[src/rtl/cdt_pkg.sv]
// Package: shared bus width and the load request passed from the bus port
// to the counter. Assumes a fixed 32-bit data bus.
package cdt_pkg;
    localparam int BUS_W = 32;

    typedef struct packed {
        logic             valid;
        logic [BUS_W-1:0] data;
    } cdt_load_t;
endpackage

[src/rtl/cdt_prescaler.sv]
// Prescaler: emits a one-cycle step pulse every PRESCALE+1 clocks.
// Assumes restart is a one-cycle pulse marking a load; the phase counter is
// cleared on it, and no pulse is emitted in that cycle.
module cdt_prescaler #(
    parameter int PRESCALE = 0
) (
    input  logic clk,
    input  logic rst_n,
    input  logic restart,
    output logic step
);
    localparam int PW = (PRESCALE > 0) ? $clog2(PRESCALE + 1) : 1;

    generate
        if (PRESCALE == 0) begin : g_every_clock
            // Step on every clock that is not a load.
            assign step = !restart;
        end else begin : g_divided
            logic [PW-1:0] phase;
            logic          at_end;

            // Last phase of the divide window.
            assign at_end = (phase == PW'(PRESCALE));
            assign step   = at_end && !restart;

            // Phase counter: cleared by reset, by a load or at the window end.
            always_ff @(posedge clk) begin
                if (!rst_n || restart || at_end) begin
                    phase <= '0;
                end else begin
                    phase <= phase + PW'(1);
                end
            end

            // Two steps are never adjacent when dividing.
            assert_step_gap_R6: assert property (@(posedge clk) disable iff (!rst_n)
                step |=> !step);
        end
    endgenerate
endmodule

[src/rtl/cdt_down_counter.sv]
// Down counter with latched interrupt. It loads on a valid load request,
// decrements on step while nonzero, and holds at zero. The interrupt may rise
// only after at least one load, so it stays low out of reset.
module cdt_down_counter
    import cdt_pkg::*;
#(
    parameter int CNT_W = 8
) (
    input  logic             clk,
    input  logic             rst_n,
    input  cdt_load_t        load,
    input  logic             step,
    output logic [CNT_W-1:0] count,
    output logic             irq
);
    logic [CNT_W-1:0] count_nxt;
    logic             irq_nxt;
    logic             armed;
    logic             armed_nxt;

    // Next-state: a load takes precedence over stepping and over expiry.
    always_comb begin
        count_nxt = count;
        irq_nxt   = irq;
        armed_nxt = armed;
        if (load.valid) begin
            count_nxt = load.data[CNT_W-1:0];
            irq_nxt   = 1'b0;
            armed_nxt = 1'b1;
        end else begin
            if (step && (count != '0)) begin
                count_nxt = count - CNT_W'(1);
            end
            if (armed && (count_nxt == '0)) begin
                irq_nxt = 1'b1;
            end
        end
    end

    // State registers with synchronous active-low reset.
    always_ff @(posedge clk) begin
        if (!rst_n) begin
            count <= '0;
            irq   <= 1'b0;
            armed <= 1'b0;
        end else begin
            count <= count_nxt;
            irq   <= irq_nxt;
            armed <= armed_nxt;
        end
    end

    assert_load_value_R3: assert property (@(posedge clk) disable iff (!rst_n)
        load.valid |=> (count == $past(load.data[CNT_W-1:0])));
    assert_single_step_R5: assert property (@(posedge clk) disable iff (!rst_n)
        !load.valid |=> ((count == $past(count)) || (count == $past(count) - CNT_W'(1))));
    assert_hold_zero_R7: assert property (@(posedge clk) disable iff (!rst_n)
        (!load.valid && (count == '0)) |=> (count == '0));
    assert_irq_sticky_R9: assert property (@(posedge clk) disable iff (!rst_n)
        (irq && !load.valid) |=> irq);
    assert_irq_clear_R10: assert property (@(posedge clk) disable iff (!rst_n)
        load.valid |=> !irq);
endmodule

[src/rtl/cdt_bus_port.sv]
// Bus port: same-cycle acknowledge, load request generation and read data.
// Assumes one register, so no address decode; reads have no side effects.
module cdt_bus_port
    import cdt_pkg::*;
#(
    parameter int CNT_W = 8
) (
    input  logic             bus_cyc,
    input  logic             bus_stb,
    input  logic             bus_we,
    input  logic [BUS_W-1:0] bus_wdata,
    input  logic [CNT_W-1:0] count,
    output logic             bus_ack,
    output cdt_load_t        load,
    output logic [BUS_W-1:0] bus_rdata
);
    logic sel;

    // Decode the access and zero-extend the count for reads.
    always_comb begin
        sel        = bus_cyc && bus_stb;
        bus_ack    = sel;
        load.valid = sel && bus_we;
        load.data  = bus_wdata;
        bus_rdata  = '0;
        if (sel && !bus_we) begin
            bus_rdata[CNT_W-1:0] = count;
        end
    end
endmodule

[src/rtl/bus_countdown_timer.sv]
// Top: countdown timer with latched interrupt on a cycle/strobe bus port.
// Assumes the clock is free running and the reset is synchronous, active low.
module bus_countdown_timer
    import cdt_pkg::*;
#(
    parameter int CNT_W    = 8,
    parameter int PRESCALE = 0
) (
    input  logic        clk,
    input  logic        rst_n,
    input  logic        bus_cyc,
    input  logic        bus_stb,
    input  logic        bus_we,
    input  logic [31:0] bus_wdata,
    output logic [31:0] bus_rdata,
    output logic        bus_ack,
    output logic        timer_irq
);
    cdt_load_t        load;
    logic             step;
    logic [CNT_W-1:0] count;

    cdt_bus_port #(.CNT_W(CNT_W)) u_port (
        .bus_cyc  (bus_cyc),
        .bus_stb  (bus_stb),
        .bus_we   (bus_we),
        .bus_wdata(bus_wdata),
        .count    (count),
        .bus_ack  (bus_ack),
        .load     (load),
        .bus_rdata(bus_rdata)
    );

    cdt_prescaler #(.PRESCALE(PRESCALE)) u_pre (
        .clk    (clk),
        .rst_n  (rst_n),
        .restart(load.valid),
        .step   (step)
    );

    cdt_down_counter #(.CNT_W(CNT_W)) u_cnt (
        .clk  (clk),
        .rst_n(rst_n),
        .load (load),
        .step (step),
        .count(count),
        .irq  (timer_irq)
    );

    assert_read_upper_zero_R4: assert property (@(posedge clk) disable iff (!rst_n)
        (bus_ack && !bus_we) |-> ((bus_rdata >> CNT_W) == '0));
    assert_write_loads_R2: assert property (@(posedge clk) disable iff (!rst_n)
        (bus_cyc && bus_stb && bus_we) |=> !timer_irq);
endmodule

[config.mk]
export PLATFORM = sky130hd
export DESIGN_NAME = bus_countdown_timer
export DESIGN_NICKNAME = d
export VERILOG_FILES = /design/src/rtl/cdt_pkg.sv /design/src/rtl/cdt_prescaler.sv /design/src/rtl/cdt_down_counter.sv /design/src/rtl/cdt_bus_port.sv /design/src/rtl/bus_countdown_timer.sv
export SDC_FILE = /design/constraint.sdc
export NUM_CORES = 1
export LEC_CHECK = 0
export BUFFER_PORTS_ARGS = -buffer_cell sky130_fd_sc_hd__buf_2
export CORE_ASPECT_RATIO = 0.8
export CORE_MARGIN = 2
export CORE_UTILIZATION = 40
export DETAILED_ROUTE_END_ITERATION = 8
export GPL_TIMING_DRIVEN = 0
export PLACE_DENSITY = 0.78
export SETUP_SLACK_MARGIN = 0.05
export SLEW_MARGIN = 40
export SYNTH_ARGS = -nofsm -noshare
export SYNTH_HDL_FRONTEND = slang
export SYNTH_SLANG_ARGS = --single-unit
[constraint.sdc]
create_clock -name clk -period 2.1 [get_ports clk]
set_clock_uncertainty 0.2 [all_clocks]
set_input_delay 0.315 -clock clk [delete_from_list [all_inputs] [get_ports clk]]
set_output_delay 0.315 -clock clk [all_outputs]
set_load 0.01 [all_outputs]
==> results list, run 1 <==
* Die footprint: 0.00276 mm²
- 71 I/O pins were placed.
* Clock slew at reported path FFs: approximately 0.06 ns
- Starting density of the core: 42.8%
- Number of clock sinks: 10
* Setup tns final: 0 ns
- Entering global routing, the biggest net connects 11 pins.
- Final hold viol count: 0
- The largest total area in the synthesized netlist belongs to sky130_fd_sc_hd__dfxtp_1.
- Counting along the longest clock path gives a buffer depth of 2.
* Port Buf Inserts: 21
- After global routing the overflow that remains totals 0.
- For the worst setup path, the data arrival time is just under 2 ns.
* Critical path endpoint category: flop
- The first detailed-routing pass ran for 5 iterations.
- IR analysis of the VDD net gives a maximum drop of 0.000571 V.
* Area contributors post-synth: sky130_fd_sc_hd__dfxtp_1, sky130_fd_sc_hd__buf_4, sky130_fd_sc_hd__mux2i_1
- GRT Overall Usage: around 16%
* Maximum level of the CTS H-tree: 1
- Setup slack at placement: between 0.09 and 0.1 ns
- Based on the critical path, the design can be clocked at up to a little over 500 MHz.
- Total via count after detailed routing: between 800 and 900
- Maximum fanout along the worst path: 8
- Worst-skew pair later-pin latency: 0.27 ns
- Post-synthesis cell area: ~940 µm²
* Yosys cell types: 39
- Setup repair after global routing could not meet its margin everywhere.
- During synthesis, Yosys emitted a total of 0 warnings.
- At the end of the flow, the number of nets in the layout was 203.
- Area used by multi-input combinational logic: roughly 600 µm²
- Met3 track demand over resource: around 3.3%
- The tightest min-delay check is of the input port to flop type.
- Proportion of netlist area held by the largest area contributor: approximately a fifth
- Final wirelength: 2050 µm
- Worst hold slack: 0.0832 ns
- Final instance count without filler cells: 188
- Once routing completed, OpenROAD measured the worst setup slack at 0.138 ns.
- The number of pins exceeding their max-slew limit in the final report came to 0.
* Ratio of routed vias to standard cells: approximately 4.6
- Fraction of layout instances using a drive strength above 1: between 30 and 40%
* Fraction of the yosys area taken by sequential cells: about a fifth
- The worst pin sits at a relative slew slack of between 50% and 60%.
- CTS tree: done
- Antenna violations before repair: 0
* Cts bufs inserted: 3
- Final routed wire length divided by cell count: 10.9 µm
- Met2 usage: between 20% and 30%
- The flow ran to the end, and the final reports show no timing, DRC or antenna violations.
- Global routing met1 resource utilization: between 10% and 20%
* Iteration-0 DRC count of the detailed router: 21
- Via count of the first global-routing pass: ~750
* Final design utilization: 56.1%
- Global placement routability congestion: ~0.9
- Estimated wirelength of the detail-placed design: 1640 µm
- After layout, the minimum clock period comes to 1.96 ns.
* Root buffer cell: sky130_fd_sc_hd__clkbuf_4
* Row cnt: 15
* Die width: between 50 and 60 µm
- Final setup violation count: 0
- In this run the power density over the cells is between 1000 and 1500 mW/mm².
- Chip height: ~47 µm
- Of the available clock period, the critical path in the final layout requires between 90% and 100%.
* Standby leakage power: about 0.67 nW
- After filler insertion, the fill cell instance count of the layout stands at around 200.
* Startpoint type of the worst setup path: flop
* Number of remaining DRC errors: 0
* Cells after DPL: 183
* Antenna Diode Count: 0
* Transition time of the tightest slew-check pin: roughly 0.72 ns
- Number of routed nets with antenna violations: 0
- CTS hold repair buffers: 0
- Area of the core region: between 0.002 and 0.0025 mm²
* Register bit count reported by yosys: 10
* Number of max-capacitance violations reported: 0
* Gate count of the mapped netlist: roughly 110
- Total placed instance area: about 0.0012 mm²
- The global routing stage identified its most utilized layer as met2.
* Wire length of the first global-routing pass: approximately 3200 µm
* Register area: approximately 200 µm²
- With fillers left out, the area of the finished cells amounts to 0.00123 mm².
- At the worst endpoint, the required time is 2.10 ns.
- Synthesized area per cell: about 8.3 µm²
* Layout Area Growth over Synthesis: 30.9%
- The worst setup path is of the flop to flop kind.
* Pwr Total: roughly 1.5 mW
[metal layers]
layer | part of all wire [%] | vias to the layer above
met5 | 0 | -
met4 | 2.1 | 0
met3 | 11 | 7
met2 | 46 | 48
met1 | 41 | 370
li1 | - | 448
[path summary, 6_finish.rpt]
path | from | end | slack [ns] | cells after the start
min | bus_wdata[1] | u_cnt.count[1] | 0.08 | 3
max | u_cnt.count[2] | u_cnt.irq | 0.14 | 6
max reg2reg | u_cnt.count[2] | u_cnt.irq | 0.14 | 6
min reg2reg | u_cnt.armed | u_cnt.armed | 0.28 | 1
[placed cells by master, fill, tap and decap left out, types with 3 or more instances in the layout]
cell and n:
sky130_fd_sc_hd__dfxtp_1 9, sky130_fd_sc_hd__conb_1 24, sky130_fd_sc_hd__inv_1 4, sky130_fd_sc_hd__xnor2_1 3
sky130_fd_sc_hd__o21ai_0 4, sky130_fd_sc_hd__nand3_1 4, sky130_fd_sc_hd__clkbuf_4 3, sky130_fd_sc_hd__a21oi_1 5
sky130_fd_sc_hd__nand2_1 9, sky130_fd_sc_hd__and2_1 4, sky130_fd_sc_hd__o211a_1 4, sky130_fd_sc_hd__nor2_1 4
sky130_fd_sc_hd__mux2i_1 5, sky130_fd_sc_hd__buf_4 26, sky130_fd_sc_hd__nor3_1 5, sky130_fd_sc_hd__buf_2 23
[where the power goes]
part	switching [mW]	internal, mW	leakage (nW)	total (mW)
Sequential	0.0915	0.260	0.0828	0.352
Clock	0.0673	0.105	0.0210	0.173
Combinational	0.475	0.464	0.570	0.938
Total	0.634	0.829	0.674	1.46
[Yosys cell counts (all sizes together)]
master       count
buf             28
nor4b            2
and2             5
ha               2
inv              4
and3             1
or2              1
and4b            1
nand2            9
dfxtp           10
a21boi           1
nand3            4
nand4b           1
a221o            1
o211ai           1
xnor2            3
nor2             4
o211a            4
o21a             1
xor2             1
nor4             2
o21ai            5
nor3             5
mux2i            5
a21oi            6
a2111oi          1
dlygate4sd1      1
conb             1
clkbuf           1
a311oi           1
or3              2
[worst max-delay path: stages (launching register included)]
cell	delay [ns]
sky130_fd_sc_hd__dfxtp_1	0.29
sky130_fd_sc_hd__buf_2	0.16
sky130_fd_sc_hd__or3_4	0.37
sky130_fd_sc_hd__nor4b_2	0.26
sky130_fd_sc_hd__mux2i_1	0.29
sky130_fd_sc_hd__o21ai_0	0.17
sky130_fd_sc_hd__o21ai_1	0.15
[cells by family (layout without fill, tap and decap cells)]
kind of cell	count (synthesis)	in the layout	share of synthesized area, %
AOI/OAI and AO/OA	21	21	16.5
muxes	5	5	5.32
buffers and inverters	34	60	25.3
xor gates and xnor gates	4	4	3.72
and+or+nand+nor	37	37	24.9
adders and majority gates	2	2	2.66
DFF	10	10	21.3
other	1	24	0.399
[flip-flops by register name, indices dropped and copies added, names as in the netlist]
signal / flops
u_cnt.armed: 1
u_cnt.irq: 1
u_cnt.count: 8
[what timing repair did]
item | in CTS | in global routing
setup endpoints to repair | 0 | 2
buffers inserted | 0 | 1
gates resized for setup | 0 | 4
[final cells by class]
| class | count | share of cell area (%) |
|---|---|---|
| multi-input combinational | 93 | 49.7 |
| timing repair buffer | 22 | 9.15 |
| inverter | 4 | 1.22 |
| clock buffer | 4 | 2.95 |
| tap | 25 | 2.54 |
| buffer | 30 | 18.1 |
| sequential | 10 | 16.4 |
Power figures use the tool's default switching activity.
==> inputs of run 2 (changes only) <==
==> constraint.sdc (replaced) <==
create_clock -name clk -period 2.4 [get_ports clk]
set_clock_uncertainty 0.2 [all_clocks]
set_input_delay 0.36 -clock clk [delete_from_list [all_inputs] [get_ports clk]]
set_output_delay 0.36 -clock clk [all_outputs]
set_load 0.01 [all_outputs]
==> results list, run 2 (synthesis results as in run 1) <==
- Chip height: 47.4 µm (unchanged)
- The final cell count without fillers came to 187 (-0.53%).
- The largest registers in the layout are u_cnt.count: 8 flops, u_cnt.armed: 1 flops, u_cnt.irq: 1 flops.
* Estimated wirelength of the detail-placed design: 1640 µm (unchanged)
- In this run the worst hold path is classified as input port to flop.
- Maximum buffer depth of the clock tree: 2 (unchanged)
- Power density over cell area: 1010 mW/mm² (-15%)
- The final worst-path setup slack was 0.434 ns (+0.296 ns).
* Crit-path leading delay family: simple AND/OR/NAND/NOR gates
- The worst setup slack before clock tree synthesis came to 0.346 ns (+0.255 ns).
- The cell depth of the worst min-delay path is 3 (unchanged).
* Maximum number of pins on one net before global-route repair: 11 (unchanged)
- Worst-skew pair later-pin latency: 0.27 ns (about the same)
* Critical setup path kind: flop to flop
- CTS tree: done
* Maximum level of the CTS H-tree: 1 (unchanged)
* Flip-flop count of the largest register after layout: 8 (unchanged)
- Final design utilization: 54.6% (-1.4 points)
- Antenna Diode Count: 0 (unchanged)
* Ratio of routed vias to standard cells: 4.66 (+0.30%)
- Traced cell by cell, the critical path runs through inv_1 -> ha_1 -> nor4b_4 -> a21oi_2 -> mux2i_1 -> nand3_1 -> o21ai_1.
- CTS hold repair buffers: 0 (unchanged)
- The area of the die was 0.00276 mm² (unchanged).
- Die width: 58.2 µm (unchanged)
* Fraction of layout instances using a drive strength above 1: 38.3% (-1.6 points)
- Total via count after detailed routing: 871 (-0.23%)
- Layout Area Growth over Synthesis: 27.5%
- Final hold viol count: 0 (unchanged)
- Area of the core region: 0.00220 mm² (unchanged)
- Standby leakage power: 0.667 nW (-1.1%)
* Most frequent standard cell in the layout excluding fill and tap cells: sky130_fd_sc_hd__buf_4
- The count of endpoints failing setup in the final report was 0 (unchanged).
* Number of max-capacitance violations reported: 0 (unchanged)
- Pins Over Slew Limit: 0 (unchanged)
* R2R cell count: 7 (+1)
* Highest-count cells in the layout ignoring fill and taps: sky130_fd_sc_hd__buf_4, sky130_fd_sc_hd__conb_1, sky130_fd_sc_hd__buf_2
- Cells after DPL: 183 (unchanged)
- Slowest cell on crit path: sky130_fd_sc_hd__nor4b_4
* Cell depth of the worst setup path: 7 (+1)
* Cts bufs inserted: 3 (unchanged)
* Maximum fanout along the worst path: 5 (-3)
- u_cnt.count holds more flip-flops than any other register.
- The initial detailed-routing violation count is 32 (+52%).
* Global placement routability congestion: 0.927 (unchanged)
* Wire length of the first global-routing pass: 3230 µm (unchanged)
* # IOs: 71 (unchanged)
* Startpoint type of the worst setup path: flop
- Port Buf Inserts: 21 (unchanged)
* Total of cells resized after clock tree synthesis: 0 (unchanged)
- Critical path endpoint category: flop
- Clock slew at reported path FFs: 0.06 ns (about the same)
* Final wirelength: 2020 µm (-1.3%)
- The number of antenna-violating nets in the routed design is 0 (unchanged).
- Setup tns final: 0 ns (unchanged)
* Row cnt: 15 (unchanged)
- The post-CTS setup repair buffer count was 0 (unchanged).
- Run status: completed
- The final routed wire length divided by cell count is 10.8 µm (-0.74%).
* Final #Nets: 202 (-0.49%)
- Antenna violations before repair: 0 (unchanged)
* Overall overflow remaining after global route: 0 (unchanged)
* Root buffer cell: sky130_fd_sc_hd__clkbuf_4
* CP max stage delay: 0.40 ns (+0.03 ns)
- Starting density of the core: 42.8% (unchanged)
* GRT Overall Usage: 16.0% (unchanged)
- Tmin final: 1.97 ns (+0.00395 ns)
- RSZ-0062 raised after global routing: false
- Pwr Total: 1.21 mW (-17%)
- Data arrival time of the critical path: 1.97 ns (about the same)
- Critical path data required time: 2.40 ns (+0.30 ns)
* Length of the first detailed-routing pass in iterations: 4 (-1)
* Worst ir drop on vdd: 0.000523 V (-8.5%)
- The part of the cycle the worst path needs was 81.9% (-12 points).
- The via count of the first global-routing pass came to 747 (unchanged).
* Fmax achieved: 509 MHz (-0.20%)
- Number of remaining DRC errors: 0 (unchanged)
- Buffer and inverter count on the worst path: 1 (unchanged)
* Number of clock sinks: 10 (unchanged)
[run 2: cell count changes in the layout (fill, tap and decap cells not counted), sizes merged]
cell	before	now
buf	50	49
[run 2: final cells by class]
cell class / count / area [µm²]
flip-flops and latches: 10 / 200
inverters: 4 / 15.0
multi-input cells: 93 / 589
fillers: 208 / 996
clock buffers: 4 / 36.3
well taps: 25 / 31.3
repair buffers: 21 / 105
plain buffers: 30 / 223
[run 2: routing by layer]
metal | wire length (µm) | vias up | GRT usage, %
met2 | 905 | 42 | 27.5
met4 | 40 | 0 | 9.77
met3 | 203 | 5 | 3.31
li1 | - | 446 | -
met5 | 0 | - | 0
met1 | 875 | 378 | 18.9
[run 2: report_power, final]
part	internal, mW	switching [mW]
combinational	0.366	0.385
clock	0.0922	0.0592
sequential	0.225	0.0821
[run 2: final timing paths]
check	startpoint	endpoint	slack [ns]
max	u_cnt.count[0]	u_cnt.irq	0.43
min	bus_wdata[1]	u_cnt.count[1]	0.13
max reg2reg	u_cnt.count[0]	u_cnt.irq	0.43
min reg2reg	u_cnt.armed	u_cnt.armed	0.28
[run 2: worst reg2reg max path: stages, from the launching register on]
cell and delay, ns:
sky130_fd_sc_hd__dfxtp_1 0.35, sky130_fd_sc_hd__inv_1 0.13, sky130_fd_sc_hd__ha_1 0.23, sky130_fd_sc_hd__nor4b_4 0.40
sky130_fd_sc_hd__a21oi_2 0.18, sky130_fd_sc_hd__mux2i_1 0.19, sky130_fd_sc_hd__nand3_1 0.09, sky130_fd_sc_hd__o21ai_1 0.14
[run 2: through the flow]
stage / cell area (µm²) / hold WS, ns
floorplan: 1030 / 0.241
global placement: 1160 / 0.250
detailed placement: 1160 / 0.260
CTS: 1200 / 0.126
global route: 1200 / 0.123
finish: 1200 / 0.128
